<file path="src/rtl/pcs_pkg.sv">
package pcs_pkg;

   localparam int unsigned CODE_W = 2;
   localparam int unsigned CNT_W  = 2;
   localparam int unsigned RAT_W  = 3;

   // Ratio table shared by both variants; 'ext' turns code 2 into divide-by-3.
   function automatic logic [RAT_W-1:0] code_to_ratio(input logic [CODE_W-1:0] code,
                                                       input logic ext);
      logic [RAT_W-1:0] r;
      case (code)
         2'd0:    r = 3'd1;
         2'd1:    r = 3'd4;
         2'd2:    r = ext ? 3'd3 : 3'd1;
         default: r = 3'd2;
      endcase
      return r;
   endfunction

endpackage

</file>
<file path="src/rtl/pcs_cfg_reg.sv">
module pcs_cfg_reg #(
   parameter int unsigned REG_W  = 32,
   parameter int unsigned USED_W = 30
) (
   input  logic             clk,
   input  logic             rst_n,
   input  logic             wr_en,
   input  logic [REG_W-1:0] wr_data,
   output logic [REG_W-1:0] q
);

   localparam logic [REG_W-1:0] KEEP_MASK = ~({REG_W{1'b1}} << USED_W);

   always_ff @(posedge clk or negedge rst_n) begin
      if (!rst_n) begin
         q <= '0;
      end else if (wr_en) begin
         q <= wr_data & KEEP_MASK;
      end
   end

   // contents change only on a write strobe
   a_r1_hold_without_write: assert property (@(posedge clk) disable iff (!rst_n)
      !wr_en |=> $stable(q));

endmodule

</file>
<file path="src/rtl/pcs_src_mux.sv">
module pcs_src_mux #(
   parameter int unsigned NUM_DIV = 6,
   parameter int unsigned SEL_W   = 3
) (
   input  logic [SEL_W-1:0]   sel,
   input  logic               aux_ce,
   input  logic [NUM_DIV-1:0] div_ce,
   output logic               src_ce
);

   localparam int unsigned NSLOT = 1 << SEL_W;
   localparam int unsigned NREAL = NUM_DIV + 2;

   logic [NSLOT-1:0] slots;

   // slot 0 = off, slot 1 = aux, slots 2.. = dividers, rest tied low
   generate
      if (NSLOT > NREAL) begin : g_pad
         assign slots = {{(NSLOT-NREAL){1'b0}}, div_ce, aux_ce, 1'b0};
      end else begin : g_full
         assign slots = {div_ce, aux_ce, 1'b0};
      end
   endgenerate

   assign src_ce = slots[sel];

endmodule

</file>
<file path="src/rtl/pcs_post_div.sv">
module pcs_post_div
   import pcs_pkg::*;
#(
   parameter bit          EXT_DIV3 = 1'b0,
   parameter int unsigned SEL_W    = 3
) (
   input  logic              clk,
   input  logic              rst_n,
   input  logic [SEL_W-1:0]  fld_sel,
   input  logic [CODE_W-1:0] fld_code,
   output logic [SEL_W-1:0]  act_sel,
   input  logic              src_ce,
   output logic              ce_out
);

   logic [CODE_W-1:0] act_code;
   logic [CNT_W-1:0]  cnt, cnt_nx;
   logic [RAT_W-1:0]  ratio;
   logic              running, period_end, boundary;

   generate
      if (EXT_DIV3) begin : g_ext
         assign ratio = code_to_ratio(act_code, 1'b1);
      end else begin : g_base
         assign ratio = code_to_ratio(act_code, 1'b0);
      end
   endgenerate

   assign running    = (act_sel != '0);
   assign period_end = ({1'b0, cnt} == (ratio - 3'd1));

   always_comb begin
      if (!running)      cnt_nx = '0;
      else if (!src_ce)  cnt_nx = cnt;
      else if (period_end) cnt_nx = '0;
      else               cnt_nx = cnt + 1'b1;
   end

   assign boundary = (cnt_nx == '0);

   always_ff @(posedge clk or negedge rst_n) begin
      if (!rst_n) begin
         act_sel  <= '0;
         act_code <= '0;
         cnt      <= '0;
         ce_out   <= 1'b0;
      end else begin
         cnt    <= cnt_nx;
         ce_out <= running & src_ce & period_end;
         if (boundary) begin
            act_sel  <= fld_sel;
            act_code <= fld_code;
         end
      end
   end

   // an idle consumer stays silent with a cleared count
   a_r3_idle_quiet: assert property (@(posedge clk) disable iff (!rst_n)
      (act_sel == '0) |=> (!ce_out && cnt == '0));

   // applied settings move only while the count rests at zero
   a_r8_switch_at_edge: assert property (@(posedge clk) disable iff (!rst_n)
      (!$stable(act_sel) || !$stable(act_code)) |-> (cnt == '0));

   // count never reaches the ratio
   a_r9_count_in_range: assert property (@(posedge clk) disable iff (!rst_n)
      ({1'b0, cnt} < ratio));

   // divide-by-1 passes the selected source through one cycle later
   a_r5_unity_follows: assert property (@(posedge clk) disable iff (!rst_n)
      (running && ratio == 3'd1) |=> (ce_out == $past(src_ce)));

endmodule

</file>
<file path="src/rtl/pcs_top.sv">
module pcs_top
   import pcs_pkg::*;
#(
   parameter int unsigned NUM_CONS = 6,
   parameter int unsigned NUM_DIV  = 6,
   parameter int unsigned REG_W    = 32,
   parameter bit          EXT_DIV3 = 1'b0
) (
   input  logic                clk,
   input  logic                rst_n,
   input  logic                cfg_wr_en,
   input  logic [REG_W-1:0]    cfg_wr_data,
   output logic [REG_W-1:0]    cfg_rd_data,
   input  logic                aux_ce,
   input  logic [NUM_DIV-1:0]  div_ce,
   output logic [NUM_CONS-1:0] cons_ce,
   output logic [NUM_CONS-1:0] cons_on
);

   localparam int unsigned SEL_W   = $clog2(NUM_DIV + 2);
   localparam int unsigned FIELD_W = SEL_W + CODE_W;
   localparam int unsigned USED_W  = NUM_CONS * FIELD_W;

   generate
      if (USED_W > REG_W) begin : g_chk_fit
         $error("pcs_top: consumer fields exceed control word width");
      end
      if (NUM_CONS < 1 || NUM_DIV < 1) begin : g_chk_cnt
         $error("pcs_top: need at least one consumer and one divider");
      end
   endgenerate

   logic [REG_W-1:0] cfg_q;

   pcs_cfg_reg #(
      .REG_W  (REG_W),
      .USED_W (USED_W)
   ) u_cfg (
      .clk     (clk),
      .rst_n   (rst_n),
      .wr_en   (cfg_wr_en),
      .wr_data (cfg_wr_data),
      .q       (cfg_q)
   );

   assign cfg_rd_data = cfg_q;

   generate
      for (genvar i = 0; i < NUM_CONS; i++) begin : g_cons
         logic [FIELD_W-1:0] fld;
         logic [SEL_W-1:0]   act_sel;
         logic               src_ce;

         assign fld        = cfg_q[i*FIELD_W +: FIELD_W];
         assign cons_on[i] = (fld[FIELD_W-1:CODE_W] != '0);

         pcs_src_mux #(
            .NUM_DIV (NUM_DIV),
            .SEL_W   (SEL_W)
         ) u_mux (
            .sel    (act_sel),
            .aux_ce (aux_ce),
            .div_ce (div_ce),
            .src_ce (src_ce)
         );

         pcs_post_div #(
            .EXT_DIV3 (EXT_DIV3),
            .SEL_W    (SEL_W)
         ) u_div (
            .clk      (clk),
            .rst_n    (rst_n),
            .fld_sel  (fld[FIELD_W-1:CODE_W]),
            .fld_code (fld[CODE_W-1:0]),
            .act_sel  (act_sel),
            .src_ce   (src_ce),
            .ce_out   (cons_ce[i])
         );
      end
   endgenerate

endmodule

</file>
<file path="config.mk">
export PLATFORM = sky130hd
export DESIGN_NAME = pcs_top
export DESIGN_NICKNAME = d
export VERILOG_FILES = /design/src/rtl/pcs_pkg.sv /design/src/rtl/pcs_cfg_reg.sv /design/src/rtl/pcs_src_mux.sv /design/src/rtl/pcs_post_div.sv /design/src/rtl/pcs_top.sv
export SDC_FILE = /design/constraint.sdc
export NUM_CORES = 1
export LEC_CHECK = 0
export CELL_PAD_IN_SITES_DETAIL_PLACEMENT = 1
export CELL_PAD_IN_SITES_GLOBAL_PLACEMENT = 1
export CORE_MARGIN = 5
export CORE_UTILIZATION = 40
export CTS_CLUSTER_SIZE = 40
export DETAILED_ROUTE_END_ITERATION = 8
export PLACE_DENSITY = 0.87
export SLEW_MARGIN = 20
export SYNTH_ARGS = -nofsm -noshare
export SYNTH_HDL_FRONTEND = slang
export SYNTH_SLANG_ARGS = --single-unit
</file>
<file path="constraint.sdc">
create_clock -name clk -period 2.3 [get_ports clk]
set_input_delay 0.345 -clock clk [delete_from_list [all_inputs] [get_ports clk]]
set_output_delay 0.345 -clock clk [all_outputs]
set_load 0.05 [all_outputs]
</file>
==> impl_results.md <==
* Outcome: finished, final reports clean
* DR iter-0 viols at between 80 and 90
* Setup ws final at 0.0465 ns
* Num Clock Sinks at 78
* Area Overhead vs Synth at 29.8%
* Register area share after synthesis at approximately half
* Main flop type after synthesis: dfrtp_1
* Placed instance area at 0.00506 mm²
* Crit share post-route at 98.0%
* Hold buffer count at cts at 0
* Met3 wire length at 409 µm
* Max layer used: met4
* Final nets at 491
* Diodes inserted at 0
* H-tree depth at 3
* Arrival time worst endpoint at 1.91 ns
* M1 wire length at approximately 4500 µm
* CTS tree: built
* Kind of end point of the critical path: primary output
* DRT Pass-1 Iters at 4
* Top-area cell type share of the netlist area at about half
* Max rail drop VDD at around 410 µV
* Worst skew pair latency at 0.36 ns
* Max-slew violations at 0
* YS warnings at 0
* DRT antenna net count at 0
* Placer's final routability congestion estimate at 0.827
* Leading area contributor after synthesis: dfrtp_1
* CTS root buffer: clkbuf_8
* Crit path cell chain: or3_1, clkdlybuf4s50_1
* Setup CP Type: register to primary output
* Slew HR at roughly half
* Data required, critical path at 1.96 ns
* Global-route wire length before repair at 17700 µm
* Post-synthesis cell count at 356
* Pre-CTS setup slack at -0.171 ns
* CP peak stage delay at 0.74 ns
* Pin count of the biggest net entering global routing at 60
* Chip Height at approximately 110 µm
* Antenna violations before repair at 0
* Async S/R FF share, synth at 100%
* Post-CTS Setup Bufs at 0
* Hold crit path type: input port to async pin
* Syn avg cell area at approximately 11 µm²
* Placed insts at 571
* Row cnt at 36
* Total CTS buffers at 9
* CP max stage cell: clkdlybuf4s50_1
* PortBufs at between 80 and 90
* Drt wl/cell at between 15 and 20 µm
* Vias per Instance at 5.46
* Post-route insts no fill at approximately 590
* Max-Cap Viols at 0
* Max Clock Freq at 444 MHz
* GR Util All Layers at ~17%
* Fraction of layout cells with a size suffix above 1 at 21.9%
* CP delay by family, top: buffers and inverters
* Post-route DRC violation count at 0
* Post-synth EDFFs at 0
* Remaining Overflow, GRT at 0
* Crit-path max FO at 4
* CP bufs+invs at 1
* Cell area after synthesis at 0.00405 mm²
* Die ar. at 0.0122 mm²
* Setup Skew at between 0.008 and 0.009 ns
* Leakage at 2.17 nW
* FF+latch count, synth at 78
* Initial Utilization at 41.2%
* Yosys cell types at 48
* Routed wl met2 at roughly 5400 µm
* Setup crit start kind: register
* Final wirelength at 10500 µm
* Final Cell Area at 0.00525 mm²
* Final core utilization at a little over half
* Power Dens Cells at 1360 mW/mm²
* Fin crit period at 2.25 ns
* CTS Buffer Depth at 2
* Die Wd at 111 µm
* Cts repair resizes at 0
* Core area at ~0.0098 mm²
* Number of setup violations in the final report at 0
* Number of global-route vias before repair at 3578
* Fillers at 1074
* RSZ-0062 raised after global routing: false
* Total number of vias at 3199
* # IOs at 86
* Clock slew at reported path FFs at roughly 0.090 ns
* Hpwl dp at 7520 µm
* Worst-Margin Slew at between 0.7 and 0.8 ns
* Top cells by area, synth: dfrtp_1, mux2_2, a32o_1
* Fin. Hold Viols at 0
-- placed cells by master (no fill, tap or decap), types with 7 or more instances in the layout --
master / synthesis / layout
mux2i_1: 7 / 7
clkbuf_8: 0 / 9
nor3_1: 19 / 19
a32o_1: 22 / 22
dfrtp_1: 78 / 78
mux2_1: 9 / 9
a21oi_1: 10 / 10
buf_4: 8 / 20
nor4_1: 10 / 10
nand2_1: 28 / 28
mux2_2: 39 / 39
clkdlybuf4s50_1: 0 / 79
or3_1: 11 / 11
nor2_1: 14 / 14
-- through the flow --
stage	total power [W]	hold slack (ns)	TNS, ns
after floorplan	0.00505	0.0494	0
after global placement	0.00590	0.449	-2.59
after detailed placement	0.00615	0.466	-3.42
after CTS	0.00722	0.0708	0
after global routing	0.00770	0.0896	0
final	0.00715	0.0352	0
-- report_power, final --
part	switching [W]	total, W	internal (W)
registers	0.000675	0.00251	0.00183
clock network	0.000523	0.00102	0.000493
logic	0.00186	0.00363	0.00177
total	0.00306	0.00715	0.00410
-- area by class of cell --
cell class              count  area (µm²)  area share (%)
inverters                   7        26.3           0.500
clock buffers               9         124            2.36
multi-input cells         253        1970            37.4
well taps                 133         166            3.17
flip-flops and latches     78        1950            37.2
clock inverters             6        63.8            1.21
repair buffers            100         953            18.2
-- Yosys cell counts (2+ instances only) --
library cell / number
dfrtp_1: 78
mux2_2: 39
nand2_1: 28
a32o_1: 22
nor3_1: 19
nor2_1: 14
or3_1: 11
a21oi_1: 10
nor4_1: 10
mux2_1: 9
buf_4: 8
clkbuf_1: 8
mux2i_1: 7
a31oi_1: 6
o21ai_0: 6
xor2_1: 6
a221oi_2: 5
and2_1: 5
inv_1: 5
nor2b_1: 5
o32ai_1: 5
and3b_1: 4
nand2b_1: 4
nand3_1: 4
o21ba_2: 4
o22ai_1: 4
a21bo_2: 3
a22o_1: 3
or3b_1: 3
clkbuf_2: 2
inv_2: 2
-- final timing paths --
kind                                       startpoint                     endpoint  slack, ns  depth (start not counted)
min                                             rst_n       g_cons[4].u_div.ce_out       0.04                          1
min in group clk                          u_cfg.q[21]  g_cons[4].u_div.act_code[1]       0.54                          1
max in group asynchronous                       rst_n       g_cons[1].u_div.ce_out       1.58                          2
max                                       u_cfg.q[23]                   cons_on[4]       0.05                          2
max reg2reg                g_cons[5].u_div.act_sel[0]   g_cons[5].u_div.act_sel[1]       0.24                          5
min reg2reg                               u_cfg.q[21]  g_cons[4].u_div.act_code[1]       0.54                          1
-- metal layers --
| layer | global-route usage (%) | up-vias |
|---|---|---|
| li1 | - | 1524 |
| met1 | 20.8 | 1584 |
| met2 | 30.7 | 73 |
| met3 | 4.10 | 18 |
| met4 | 5.67 | 0 |
| met5 | 0 | - |
-- worst reg2reg max path, cell delays in order, from the launching register on --
cell     delay [ns]
dfrtp_1        0.49
mux2_1         0.35
o22ai_1        0.31
nor4_1         0.11
or3b_1         0.46
a32o_1         0.23
-- cells by family (layout without fill, tap and decap cells) --
kind of cell / Yosys count / count (layout) / share of synthesized area, %
compound gates: 73 / 73 / 15.7
simple gates: 114 / 114 / 15.1
other cells: 1 / 2 / 0.0927
flops: 78 / 78 / 48.2
xor+xnor: 6 / 6 / 1.30
mux: 58 / 58 / 16.4
buf+inv: 26 / 122 / 3.25
-- registers in the layout (all words and copies together) (netlist names) --
name	count
u_cfg.q	30
g_cons.u_div.act_sel	18
g_cons.u_div.act_code	12
g_cons.u_div.ce_out	6
g_cons.u_div.cnt	12
(Power assumes the default switching activity.)
